## src/rtl/rhp_pkg.sv

```systemverilog
package rhp_pkg;

   // Status/command bit positions within the port word
   localparam int BIT_CONN    = 0;
   localparam int BIT_EN      = 1;
   localparam int BIT_SUSP    = 2;
   localparam int BIT_OC      = 3;
   localparam int BIT_RST     = 4;
   localparam int BIT_PWR_ON  = 8;
   localparam int BIT_PWR_OFF = 9;
   localparam int CHG_LO      = 16;
   localparam int NUM_CHG     = 5;
   localparam int MIN_W       = CHG_LO + NUM_CHG;

   // Index of each sticky flag within the change field
   localparam int CHG_CONN = 0;
   localparam int CHG_EN   = 1;
   localparam int CHG_SUSP = 2;
   localparam int CHG_OC   = 3;
   localparam int CHG_RST  = 4;

   typedef enum logic [1:0] {
      OP_IDLE   = 2'd0,
      OP_RESET  = 2'd1,
      OP_RESUME = 2'd2
   } port_op_e;

endpackage

```

## src/rtl/rhp_sync.sv

```systemverilog
module rhp_sync #(
   parameter int WIDTH  = 3,
   parameter int STAGES = 2
) (
   input  logic             clk,
   input  logic             rst_n,
   input  logic [WIDTH-1:0] din,
   output logic [WIDTH-1:0] dout
);

   generate
      if (STAGES < 0) begin : g_bad_stages
         $error("rhp_sync: STAGES must not be negative");
      end

      if (STAGES == 0) begin : g_bypass
         assign dout = din;
      end else begin : g_chain
         logic [STAGES-1:0][WIDTH-1:0] pipe_q;

         always_ff @(posedge clk or negedge rst_n) begin
            if (!rst_n) begin
               pipe_q <= '0;
            end else begin
               pipe_q[0] <= din;
               for (int i = 1; i < STAGES; i++) begin
                  pipe_q[i] <= pipe_q[i-1];
               end
            end
         end

         assign dout = pipe_q[STAGES-1];
      end
   endgenerate

endmodule

```

## src/rtl/rhp_timer.sv

```systemverilog
module rhp_timer #(
   parameter int CNT_W = 8
) (
   input  logic             clk,
   input  logic             rst_n,
   input  logic             start,
   input  logic             abort,
   input  logic [CNT_W-1:0] load,
   output logic             expire
);

   generate
      if (CNT_W < 1) begin : g_bad_width
         $error("rhp_timer: CNT_W must be at least 1");
      end
   endgenerate

   logic [CNT_W-1:0] cnt_q;

   always_ff @(posedge clk or negedge rst_n) begin
      if (!rst_n) begin
         cnt_q <= '0;
      end else if (start) begin
         cnt_q <= load;
      end else if (abort) begin
         cnt_q <= '0;
      end else if (cnt_q != '0) begin
         cnt_q <= cnt_q - 1'b1;
      end
   end

   // Last counted cycle: the owner finishes its sequence on this edge
   assign expire = (cnt_q == CNT_W'(1));

endmodule

```

## src/rtl/rhp_change_flags.sv

```systemverilog
module rhp_change_flags #(
   parameter int N = 5
) (
   input  logic         clk,
   input  logic         rst_n,
   input  logic         flush,
   input  logic [N-1:0] set_vec,
   input  logic [N-1:0] clr_vec,
   output logic [N-1:0] flags
);

   generate
      if (N < 1) begin : g_bad_n
         $error("rhp_change_flags: N must be at least 1");
      end

      for (genvar g = 0; g < N; g++) begin : g_flag
         logic flag_q;

         always_ff @(posedge clk or negedge rst_n) begin
            if (!rst_n) begin
               flag_q <= 1'b0;
            end else if (flush) begin
               flag_q <= 1'b0;
            end else if (set_vec[g]) begin
               flag_q <= 1'b1;      // event beats a simultaneous clear
            end else if (clr_vec[g]) begin
               flag_q <= 1'b0;
            end
         end

         assign flags[g] = flag_q;
      end
   endgenerate

endmodule

```

## src/rtl/rh_port_ctrl.sv

```systemverilog
module rh_port_ctrl
   import rhp_pkg::*;
#(
   parameter int DATA_W        = 32,
   parameter int RESET_CYCLES  = 20,
   parameter int RESUME_CYCLES = 10,
   parameter int SYNC_STAGES   = 2
) (
   input  logic              clk,
   input  logic              rst_n,
   input  logic              wr_en,
   input  logic [DATA_W-1:0] wr_data,
   output logic [DATA_W-1:0] rd_data,
   input  logic              dev_connect,
   input  logic              dev_overcurrent,
   input  logic              dev_lowspeed,
   output logic              port_power,
   output logic              port_enable,
   output logic              port_suspend,
   output logic              port_reset
);

   localparam int MAX_CYC = (RESET_CYCLES > RESUME_CYCLES) ? RESET_CYCLES : RESUME_CYCLES;
   localparam int CNT_W   = $clog2(MAX_CYC + 1);

   generate
      if (DATA_W < MIN_W) begin : g_bad_width
         $error("rh_port_ctrl: DATA_W too narrow for the change field");
      end
      if (RESET_CYCLES < 1 || RESUME_CYCLES < 1) begin : g_bad_cycles
         $error("rh_port_ctrl: sequence lengths must be at least 1");
      end
      if (SYNC_STAGES < 0) begin : g_bad_sync
         $error("rh_port_ctrl: SYNC_STAGES must not be negative");
      end
   endgenerate

   // ---------------- input synchronization ----------------
   logic [2:0] pin_raw, pin_s;
   logic       conn_s, oc_s, ls_s;

   assign pin_raw = {dev_lowspeed, dev_overcurrent, dev_connect};

   rhp_sync #(.WIDTH(3), .STAGES(SYNC_STAGES)) u_sync (
      .clk  (clk),
      .rst_n(rst_n),
      .din  (pin_raw),
      .dout (pin_s)
   );

   assign conn_s = pin_s[0];
   assign oc_s   = pin_s[1];
   assign ls_s   = pin_s[2];

   // ---------------- state ----------------
   logic               power_q, enable_q, susp_q;
   port_op_e           op_q;
   logic               conn_prev_q, oc_prev_q;
   logic               power_n, enable_n, susp_n;
   port_op_e           op_n;
   logic [NUM_CHG-1:0] chg_q, chg_set, chg_clr;

   logic conn_live, oc_live, conn_evt, oc_evt, disc, kill;
   logic cmd_dis, cmd_en, cmd_susp, cmd_resume, cmd_rst, cmd_pwr_on, cmd_pwr_off;
   logic tmr_start, tmr_abort, tmr_expire;
   logic [CNT_W-1:0] tmr_load;

   assign conn_live = conn_s & power_q;
   assign oc_live   = oc_s & power_q;
   assign conn_evt  = conn_live ^ conn_prev_q;
   assign oc_evt    = oc_live ^ oc_prev_q;
   assign disc      = conn_evt & ~conn_live;

   assign cmd_dis     = wr_en & wr_data[BIT_CONN];
   assign cmd_en      = wr_en & wr_data[BIT_EN];
   assign cmd_susp    = wr_en & wr_data[BIT_SUSP];
   assign cmd_resume  = wr_en & wr_data[BIT_OC];
   assign cmd_rst     = wr_en & wr_data[BIT_RST];
   assign cmd_pwr_on  = wr_en & wr_data[BIT_PWR_ON];
   assign cmd_pwr_off = wr_en & wr_data[BIT_PWR_OFF];

   assign kill = ~power_q | cmd_pwr_off;

   // ---------------- command and event resolution ----------------
   always_comb begin
      power_n  = power_q;
      enable_n = enable_q;
      susp_n   = susp_q;
      op_n     = op_q;
      chg_set  = '0;

      if (cmd_pwr_off) begin
         power_n = 1'b0;
      end else if (cmd_pwr_on) begin
         power_n = 1'b1;
      end

      if (kill) begin
         enable_n = 1'b0;
         susp_n   = 1'b0;
         op_n     = OP_IDLE;
      end else begin
         if (conn_evt) chg_set[CHG_CONN] = 1'b1;
         if (oc_evt)   chg_set[CHG_OC]   = 1'b1;

         // enable / disable, disable has priority
         if (cmd_dis) begin
            enable_n = 1'b0;
            susp_n   = 1'b0;
            if (op_q == OP_RESUME) op_n = OP_IDLE;
         end else if (cmd_en) begin
            if (conn_live) enable_n = 1'b1;
            else           chg_set[CHG_CONN] = 1'b1;
         end

         // suspend and resume only from a quiet, enabled port
         if (cmd_susp && enable_q && !cmd_dis && !cmd_rst && op_q == OP_IDLE) begin
            susp_n = 1'b1;
         end
         if (cmd_resume && susp_q && !cmd_dis && !cmd_rst && op_q == OP_IDLE) begin
            op_n = OP_RESUME;
         end

         // reset outranks suspend and resume
         if (cmd_rst && op_q != OP_RESET) begin
            if (conn_live) begin
               op_n   = OP_RESET;
               susp_n = 1'b0;
            end else begin
               chg_set[CHG_CONN] = 1'b1;
            end
         end

         // sequence completion
         if (tmr_expire && op_q == OP_RESET) begin
            enable_n         = 1'b1;
            susp_n           = 1'b0;
            op_n             = OP_IDLE;
            chg_set[CHG_RST] = 1'b1;
         end
         if (tmr_expire && op_q == OP_RESUME && op_n == OP_RESUME) begin
            susp_n            = 1'b0;
            op_n              = OP_IDLE;
            chg_set[CHG_SUSP] = 1'b1;
         end

         // a lost device overrides everything else
         if (disc) begin
            enable_n = 1'b0;
            susp_n   = 1'b0;
            op_n     = OP_IDLE;
            if (enable_q) chg_set[CHG_EN] = 1'b1;
         end
      end
   end

   always_ff @(posedge clk or negedge rst_n) begin
      if (!rst_n) begin
         power_q     <= 1'b0;
         enable_q    <= 1'b0;
         susp_q      <= 1'b0;
         op_q        <= OP_IDLE;
         conn_prev_q <= 1'b0;
         oc_prev_q   <= 1'b0;
      end else begin
         power_q     <= power_n;
         enable_q    <= enable_n;
         susp_q      <= susp_n;
         op_q        <= op_n;
         conn_prev_q <= conn_live;
         oc_prev_q   <= oc_live;
      end
   end

   // ---------------- sequence timer ----------------
   assign tmr_start = (op_n != OP_IDLE) && (op_n != op_q);
   assign tmr_abort = (op_n == OP_IDLE) && (op_q != OP_IDLE);
   assign tmr_load  = (op_n == OP_RESET) ? CNT_W'(RESET_CYCLES) : CNT_W'(RESUME_CYCLES);

   rhp_timer #(.CNT_W(CNT_W)) u_timer (
      .clk   (clk),
      .rst_n (rst_n),
      .start (tmr_start),
      .abort (tmr_abort),
      .load  (tmr_load),
      .expire(tmr_expire)
   );

   // ---------------- sticky change flags ----------------
   assign chg_clr = wr_en ? wr_data[CHG_LO +: NUM_CHG] : '0;

   rhp_change_flags #(.N(NUM_CHG)) u_flags (
      .clk    (clk),
      .rst_n  (rst_n),
      .flush  (kill),
      .set_vec(chg_set),
      .clr_vec(chg_clr),
      .flags  (chg_q)
   );

   // ---------------- read view ----------------
   always_comb begin
      rd_data                      = '0;
      rd_data[BIT_CONN]            = conn_live;
      rd_data[BIT_EN]              = enable_q;
      rd_data[BIT_SUSP]            = susp_q;
      rd_data[BIT_OC]              = oc_live;
      rd_data[BIT_RST]             = (op_q == OP_RESET);
      rd_data[BIT_PWR_ON]          = power_q;
      rd_data[BIT_PWR_OFF]         = ls_s & conn_live;
      rd_data[CHG_LO +: NUM_CHG]   = chg_q;
   end

   assign port_power   = power_q;
   assign port_enable  = enable_q;
   assign port_suspend = susp_q;
   assign port_reset   = (op_q == OP_RESET);

   logic unused_wr_bits;
   assign unused_wr_bits = ^wr_data;

endmodule

```

## config.mk

```make
export PLATFORM = sky130hd
export DESIGN_NAME = rh_port_ctrl
export DESIGN_NICKNAME = d
export VERILOG_FILES = /design/src/rtl/rhp_pkg.sv /design/src/rtl/rhp_sync.sv /design/src/rtl/rhp_timer.sv /design/src/rtl/rhp_change_flags.sv /design/src/rtl/rh_port_ctrl.sv
export SDC_FILE = /design/constraint.sdc
export NUM_CORES = 1
export LEC_CHECK = 0
export ABC_AREA = 1
export ABC_CLOCK_PERIOD_IN_PS = 2000
export BUFFER_PORTS_ARGS = -buffer_cell sky130_fd_sc_hd__buf_2
export CAP_MARGIN = 20
export CORE_MARGIN = 1
export CORE_UTILIZATION = 46
export CTS_CLUSTER_DIAMETER = 200
export DETAILED_ROUTE_END_ITERATION = 6
export GPL_TIMING_DRIVEN = 0
export PLACE_DENSITY = 0.78
export SKIP_CTS_REPAIR_TIMING = 1
export SLEW_MARGIN = 10
export SYNTH_ARGS = -nofsm -noshare
export SYNTH_HDL_FRONTEND = slang
export SYNTH_SLANG_ARGS = --single-unit
```

## constraint.sdc

```tcl
create_clock -name clk -period 2 [get_ports clk]
set_clock_uncertainty 0.15 [all_clocks]
set_input_delay 0.1 -clock clk [delete_from_list [all_inputs] [get_ports clk]]
set_output_delay 0.1 -clock clk [all_outputs]
set_load 0.03 [all_outputs]
```

### Word-level counts from Yosys, hierarchy flattened

Index checks and enable logic that the tools add are counted.

* add/subtract/negate cells: 1
* $mul: 0
* divide/modulo/power cells: 0
* magnitude comparators: 0
* eq/ne operators: 7
* shifts and indexed selects: 0
* mux-type cells: 58
* bitwise logic cells: 16
* reductions and logical operators: 31

Operators with widths (number)
* 2-to-1 mux 1 bit: 42
* 2-to-1 mux 5 bit: 6
* 2-to-1 mux 2 bit: 10
* nonzero test 3 bit: 6
* nonzero test 5 bit: 3
* logical AND 1 bit: 14
* bitwise AND 1 bit: 11
* nonzero test 2 bit: 3
* == test 5 x 1 -> 1 bit, second input constant: 1
* subtractor 5 x 1 -> 5 bit, second input constant: 1
* == test 2 x 1 -> 1 bit, second input constant: 2
* == test 2 bit, second input constant: 2
* zero test 2 bit: 2
* zero test 1 bit: 2
* != test 2 x 1 -> 1 bit, second input constant: 1
* != test 2 bit: 1
* inverter 1 bit: 2
* AND reduction 2 bit: 1
* XOR 1 bit: 2
* OR 1 bit: 1

* register bits: 23
* bits in latches: 0
* bits in writable memories: 0
* bits in read-only memories: 0
* bits of input ports: 38
* output and inout port bits: 36
* logic and storage cells: 127
* memories: 0

### Longest topological paths before layout

* depth in word-level cells: 19
* gate-level depth with buffers: 11
* gate-level depth less buffers: 11

### Hierarchy

A second synthesis with hierarchy kept.

* cell total of the unflattened synthesis: 213
* area total of the unflattened synthesis: 1640.3 um^2

Modules (own cells, without submodules)
* rh_port_ctrl: times used 1, cells an instance 129, area each 883.3 um^2, seq. area each 175.2 um^2
* rhp_timer: times used 1, cells an instance 45, area each 340.3 um^2, seq. area each 125.1 um^2
* rhp_change_flags: times used 1, cells an instance 30, area each 244.0 um^2, seq. area each 125.1 um^2
* rhp_sync: times used 1, cells an instance 9, area each 172.7 um^2, seq. area each 150.1 um^2

### Least setup slack after synthesis

OpenSTA, ideal clock, no wires.

* path kind: register to register
* start point: reg power_q, in the netlist port_power
* end point: reg u_timer.cnt_q[1]
* setup time: 117 ps
* arrival: 1692 ps
* required time: 1733 ps
* path slack: 42 ps
* stages on the path, launching flop included: 11
* buffers on the path: 0
* clock period less this slack: 1958 ps
* cell sequence: dfrtp_1 -> nand2_1 -> ha_1 -> nor2_4 -> nand3_4 -> inv_1 -> nand3_2 -> nand4_2 -> inv_2 -> nand2_1 -> nand2_1

* word-level cells in the longest chain between the ends: 14
* elaborated cells on any way between the ends: 25
* those cells by class: eq/ne (3); mux (10); bitwise (6); reduce/logical (6)

RTL lines
* start, declared: line rh_port_ctrl.sv:56 `logic power_q, enable_q, susp_q;`
* start signal, assigned: line rh_port_ctrl.sv:166 `power_q <= power_n;`
* bitwise AND 1 bit: line rh_port_ctrl.sv:68 `assign conn_live = conn_s & power_q;`
* 2-to-1 mux 2 bit: line rh_port_ctrl.sv:126 `if (conn_live) begin`
* 2-to-1 mux 2 bit: line rh_port_ctrl.sv:125 `if (cmd_rst && op_q != OP_RESET) begin`
* 2-to-1 mux 2 bit: line rh_port_ctrl.sv:135 `if (tmr_expire && op_q == OP_RESET) begin`
* 2-to-1 mux 2 bit: line rh_port_ctrl.sv:98 `if (kill) begin`
* == test 2 bit: line rh_port_ctrl.sv:141 `if (tmr_expire && op_q == OP_RESUME && op_n == OP_RESUME) begin`
* logical AND 1 bit: line rh_port_ctrl.sv:141
* 2-to-1 mux 2 bit: line rh_port_ctrl.sv:141
* 2-to-1 mux 2 bit: line rh_port_ctrl.sv:148 `if (disc) begin`
* 2-to-1 mux 2 bit *: line rh_port_ctrl.sv:98
* zero test 2 bit: line rh_port_ctrl.sv:177 `assign tmr_abort = (op_n == OP_IDLE) && (op_q != OP_IDLE);`
* logical AND 1 bit: line rh_port_ctrl.sv:177
* 2-to-1 mux 5 bit: line rhp_timer.sv:25 `end else if (abort) begin`
* 2-to-1 mux 5 bit: line rhp_timer.sv:23 `end else if (start) begin`
* end signal, assigned: line rhp_timer.sv:24 `cnt_q <= load;`
* end signal, assigned: line rhp_timer.sv:28 `cnt_q <= cnt_q - 1'b1;`
* end, declared: line rhp_timer.sv:18 `logic [CNT_W-1:0] cnt_q;`

Mark *: on every way between the ends. The rest lies on a longest branch, timed or not. The select of a mux whose other input is x is not followed.
A chain may end at the register's enable or synchronous reset.

### Final worst setup path

* start point: reg power_q, in the netlist port_power
* end point: reg u_timer.cnt_q[4]

The elaborated chain is that of the path after synthesis.

==> impl_metrics.csv <==
group,metric,value,unit
sta,relSlewSlack,65.9,%
place,dpl.hpwl,2130,um
final_layout,area_growth,28.8,%
worst_setup_path,cp_data_arrival_time,1.90,ns
worst_setup_path,reg2reg_from,"port_power$_DFFE_PN0P_",
clock_tree,cts_num_sinks,23,
sta,fmax,0.551,GHz
outcome,status,"finished with violations",
yosys,yosys.cell_types.count,28,
sta,hold_ws,-0.0100,ns
worst_setup_path,crit_chain,"nand2_2 -> ha_2 -> nor2_4 -> nand3_4 -> inv_1 -> nand3_2 -> nand4_2 -> inv_2 -> a21oi_1",
detailed_routing,vias,1228,
yosys,synth_top_area_share,38.3,%
yosys,ys_top_cells_by_area,"dfrtp_1 38%, buf_4 15%, nand2_1 7.5%",
hold_path,hp-start,"wr_data[0]",
clock_tree,cts_tree,"yes",
final_layout,drive_above_1_share,36.1,%
detailed_routing,wl_per_cell,9.71,um
final_layout,most-common-layout-cells,"33 x buf_2, 31 x buf_4, 29 x nand2_1, 23 x dfrtp_1, 20 x conb_1",
global_routing,antenna_found_initial,0,
place,gp_congestion,0.846,
clock_tree,numCtsBuffers,3,
sta,rsz0062_at_grt,"false",
global_routing,globalRouteOverflowTotal,0,
outcome,violations,"hold timing",
worst_setup_path,crit_buf_inv,2,
yosys,syn_area,1500,sq um
worst_setup_path,ff2ff_setup_slack,0.19,ns
sta,fin_crit,1.81,ns
clock_tree,clock_latency,0.31,ns
power_and_ir_drop,power.density,748,nW/um^2
worst_setup_path,crit_slowest_cell,"dfrtp_1",
sta,post-route-period-util,90.7,%
detailed_routing,ant_nets,0,
yosys,synth.yosys.seq_area_share,38.3,%
clock_tree,cts_root_buf,"clkbuf_4",
worst_setup_path,path_class,"reg -> reg",
detailed_routing,route.detailed.drc,0,
sta,drv_slew,0,
sta,setup_violations,0,
yosys,syn_area_per_cell,8.64,sq um
global_routing,grt_pass1_wl,4510,um
clock_tree,h-tree-depth,1,
worst_setup_path,path_max_fanout,6,
floorplanning,dieArea,3500,sq um
detailed_routing,wirelength,2770,um
clock_tree,cts_max_path_buffers,2,
sta,fin_tns_setup,0,ns
clock_tree,cts.clk_slew.worst_paths,0.12,ns
floorplanning,rows,20,
yosys,ys_seq_elements,23,
floorplanning,pin_count,74,
place,port_buffers,33,
hold_path,hp-class,"in -> reg",
final_layout,final_common_cell,"buf_2",
worst_setup_path,critical_path.top_delay_family,"simple AND/OR/NAND/NOR gates",
detailed_routing,vias_per_cell,4.31,
detailed_routing,drtPass1Iterations,4,
yosys,synth_largest_area_cell,"dfrtp_1",
final_layout,fill_cells,273,
global_routing,grt_pass1_vias,1057,
final_layout,stdcell_area,1940,sq um
floorplanning,initial_utilization,48.8,%
sta,final_hold_viol_count,1,
worst_setup_path,crit_required,2.08,ns
hold_path,hold_depth,4,
power_and_ir_drop,vdd.ir_drop.worst,0.563,mV
worst_setup_path,crit_path_end_kind,"flip-flop",
power_and_ir_drop,leakagePower,1.10,nW
yosys,netlist_instances,174,
worst_setup_path,critPathMaxStageDelay,0.44,ns
global_routing,grt_max_degree,24,
final_layout,diodes,0,
global_routing,grt_use_total,17.4,%
worst_setup_path,worstRegToRegCells,9,
final_layout,final_nets,286,
sta,worst_pin_slew,0.512,ns
hold_path,min_to,"u_flags.g_flag[0].flag_q$_DFFE_PN0P_",
worst_setup_path,r2r-end,"u_timer.cnt_q[4]$_DFFE_PN0P_",
yosys,yosys_warnings,0,
floorplanning,core_area,3080,sq um
place,dpl_cell_area,1790,sq um
detailed_routing,drt_iter0_markers,19,
job,drv_cap,0,
floorplanning,die_width,59.2,um
worst_setup_path,cp-start-kind,"flip-flop",
floorplanning,die_h,59.2,um
[power by group]
group          switching (mW)  leakage (nW)  internal [mW]  total, mW
combinational           0.387         0.790          0.255      0.642
clock                   0.133        0.0150         0.0779      0.210
sequential             0.0538         0.292          0.541      0.595
total                   0.573          1.10          0.874       1.45
[cell families after synthesis]
group	synth area share (%)
AOI/OAI and AO/OA	7.74
xor gates and xnor gates	2.91
adders and majority gates	5.00
buffers and inverters	21.0
DFF	38.3
other	0.250
and+or+nand+nor	24.8
[worst register-to-register path: stages, from the launching register on]
cell	delay [ns]
dfrtp_1	0.44
nand2_2	0.12
ha_2	0.22
nor2_4	0.16
nand3_4	0.12
inv_1	0.08
nand3_2	0.12
nand4_2	0.14
inv_2	0.05
a21oi_1	0.13
[per-layer routing]
| metal | global-route usage, % | vias up | share of wire, % |
|---|---|---|---|
| met2 | 30.8 | 36 | 50 |
| met4 | 5.78 | 0 | 1.4 |
| met5 | 0 | - | 0 |
| met3 | 4.80 | 6 | 5.0 |
| li1 | - | 646 | - |
| met1 | 20.2 | 540 | 43 |
[worst max-delay path by stage]
stage,slack [ns],startpoint,cells after the start,to
after detailed placement,0.09,port_power$_DFFE_PN0P_,10,u_timer.cnt_q[1]$_DFFE_PN0P_
after global placement,0.09,port_power$_DFFE_PN0P_,10,u_timer.cnt_q[1]$_DFFE_PN0P_
after global routing,0.009,u_timer.cnt_q[1]$_DFFE_PN0P_,10,u_timer.cnt_q[2]$_DFFE_PN0P_
after CTS,0.05,port_power$_DFFE_PN0P_,9,u_timer.cnt_q[1]$_DFFE_PN0P_
final,0.19,port_power$_DFFE_PN0P_,9,u_timer.cnt_q[4]$_DFFE_PN0P_
after floorplan,0.04,port_power$_DFFE_PN0P_,10,u_timer.cnt_q[1]$_DFFE_PN0P_
[layout make-up]
| class | count | area, sq um | area share, % |
|---|---|---|---|
| Multi-Input combinational cell | 119 | 688 | 35.6 |
| Sequential cell | 23 | 576 | 29.7 |
| Timing Repair Buffer | 44 | 275 | 14.2 |
| Buffer | 32 | 244 | 12.6 |
| Inverter | 19 | 71.3 | 3.68 |
| Tap cell | 44 | 55.1 | 2.84 |
| Clock buffer | 4 | 26.3 | 1.36 |
[synthesized netlist by cell type]
| library cell | number |
|---|---|
| conb_1 | 1 |
| nor3_1 | 3 |
| nand2_2 | 3 |
| nand3_1 | 5 |
| nand2_1 | 30 |
| xor2_1 | 5 |
| a31oi_1 | 1 |
| nor2_1 | 11 |
| and3_1 | 1 |
| nor2_2 | 2 |
| nand4_1 | 5 |
| nand3_2 | 3 |
| o21ai_0 | 6 |
| nand4_2 | 1 |
| o21bai_4 | 1 |
| nor2_4 | 2 |
| inv_2 | 3 |
| dfrtp_1 | 23 |
| buf_6 | 1 |
| buf_4 | 31 |
| ha_1 | 6 |
| inv_1 | 16 |
| nand3_4 | 1 |
| nand4_4 | 1 |
| and2_1 | 1 |
| a21oi_1 | 9 |
| o31ai_1 | 1 |
| a41oi_1 | 1 |
[state kept, by name (all words and copies together), names as in the netlist]
| name | flops |
|---|---|
| u_sync.g_chain.pipe_q | 3 |
| conn_prev_q | 1 |
| port_power | 1 |
| u_flags.g_flag.flag_q | 5 |
| u_timer.cnt_q | 5 |
| op_q | 2 |
| u_sync.dout | 3 |
| port_suspend | 1 |
| port_enable | 1 |
| oc_prev_q | 1 |
[per-stage QoR]
| step | util (%) | worst slack [ns] | total power, mW | std cells | hold slack (ns) |
|---|---|---|---|---|---|
| after floorplan | - | 0.0415 | 1.09 | 193 | -0.346 |
| after global placement | 58.3 | 0.0916 | 1.21 | 270 | -0.0467 |
| after detailed placement | 58.3 | 0.0944 | 1.23 | 270 | -0.0437 |
| after CTS | 59.1 | 0.0465 | 1.45 | 274 | -0.401 |
| after global routing | 62.9 | 0.00902 | 1.57 | 285 | 0.00751 |
| final | 62.9 | 0.186 | 1.45 | 285 | -0.0100 |
(Power assumes the default switching activity.)
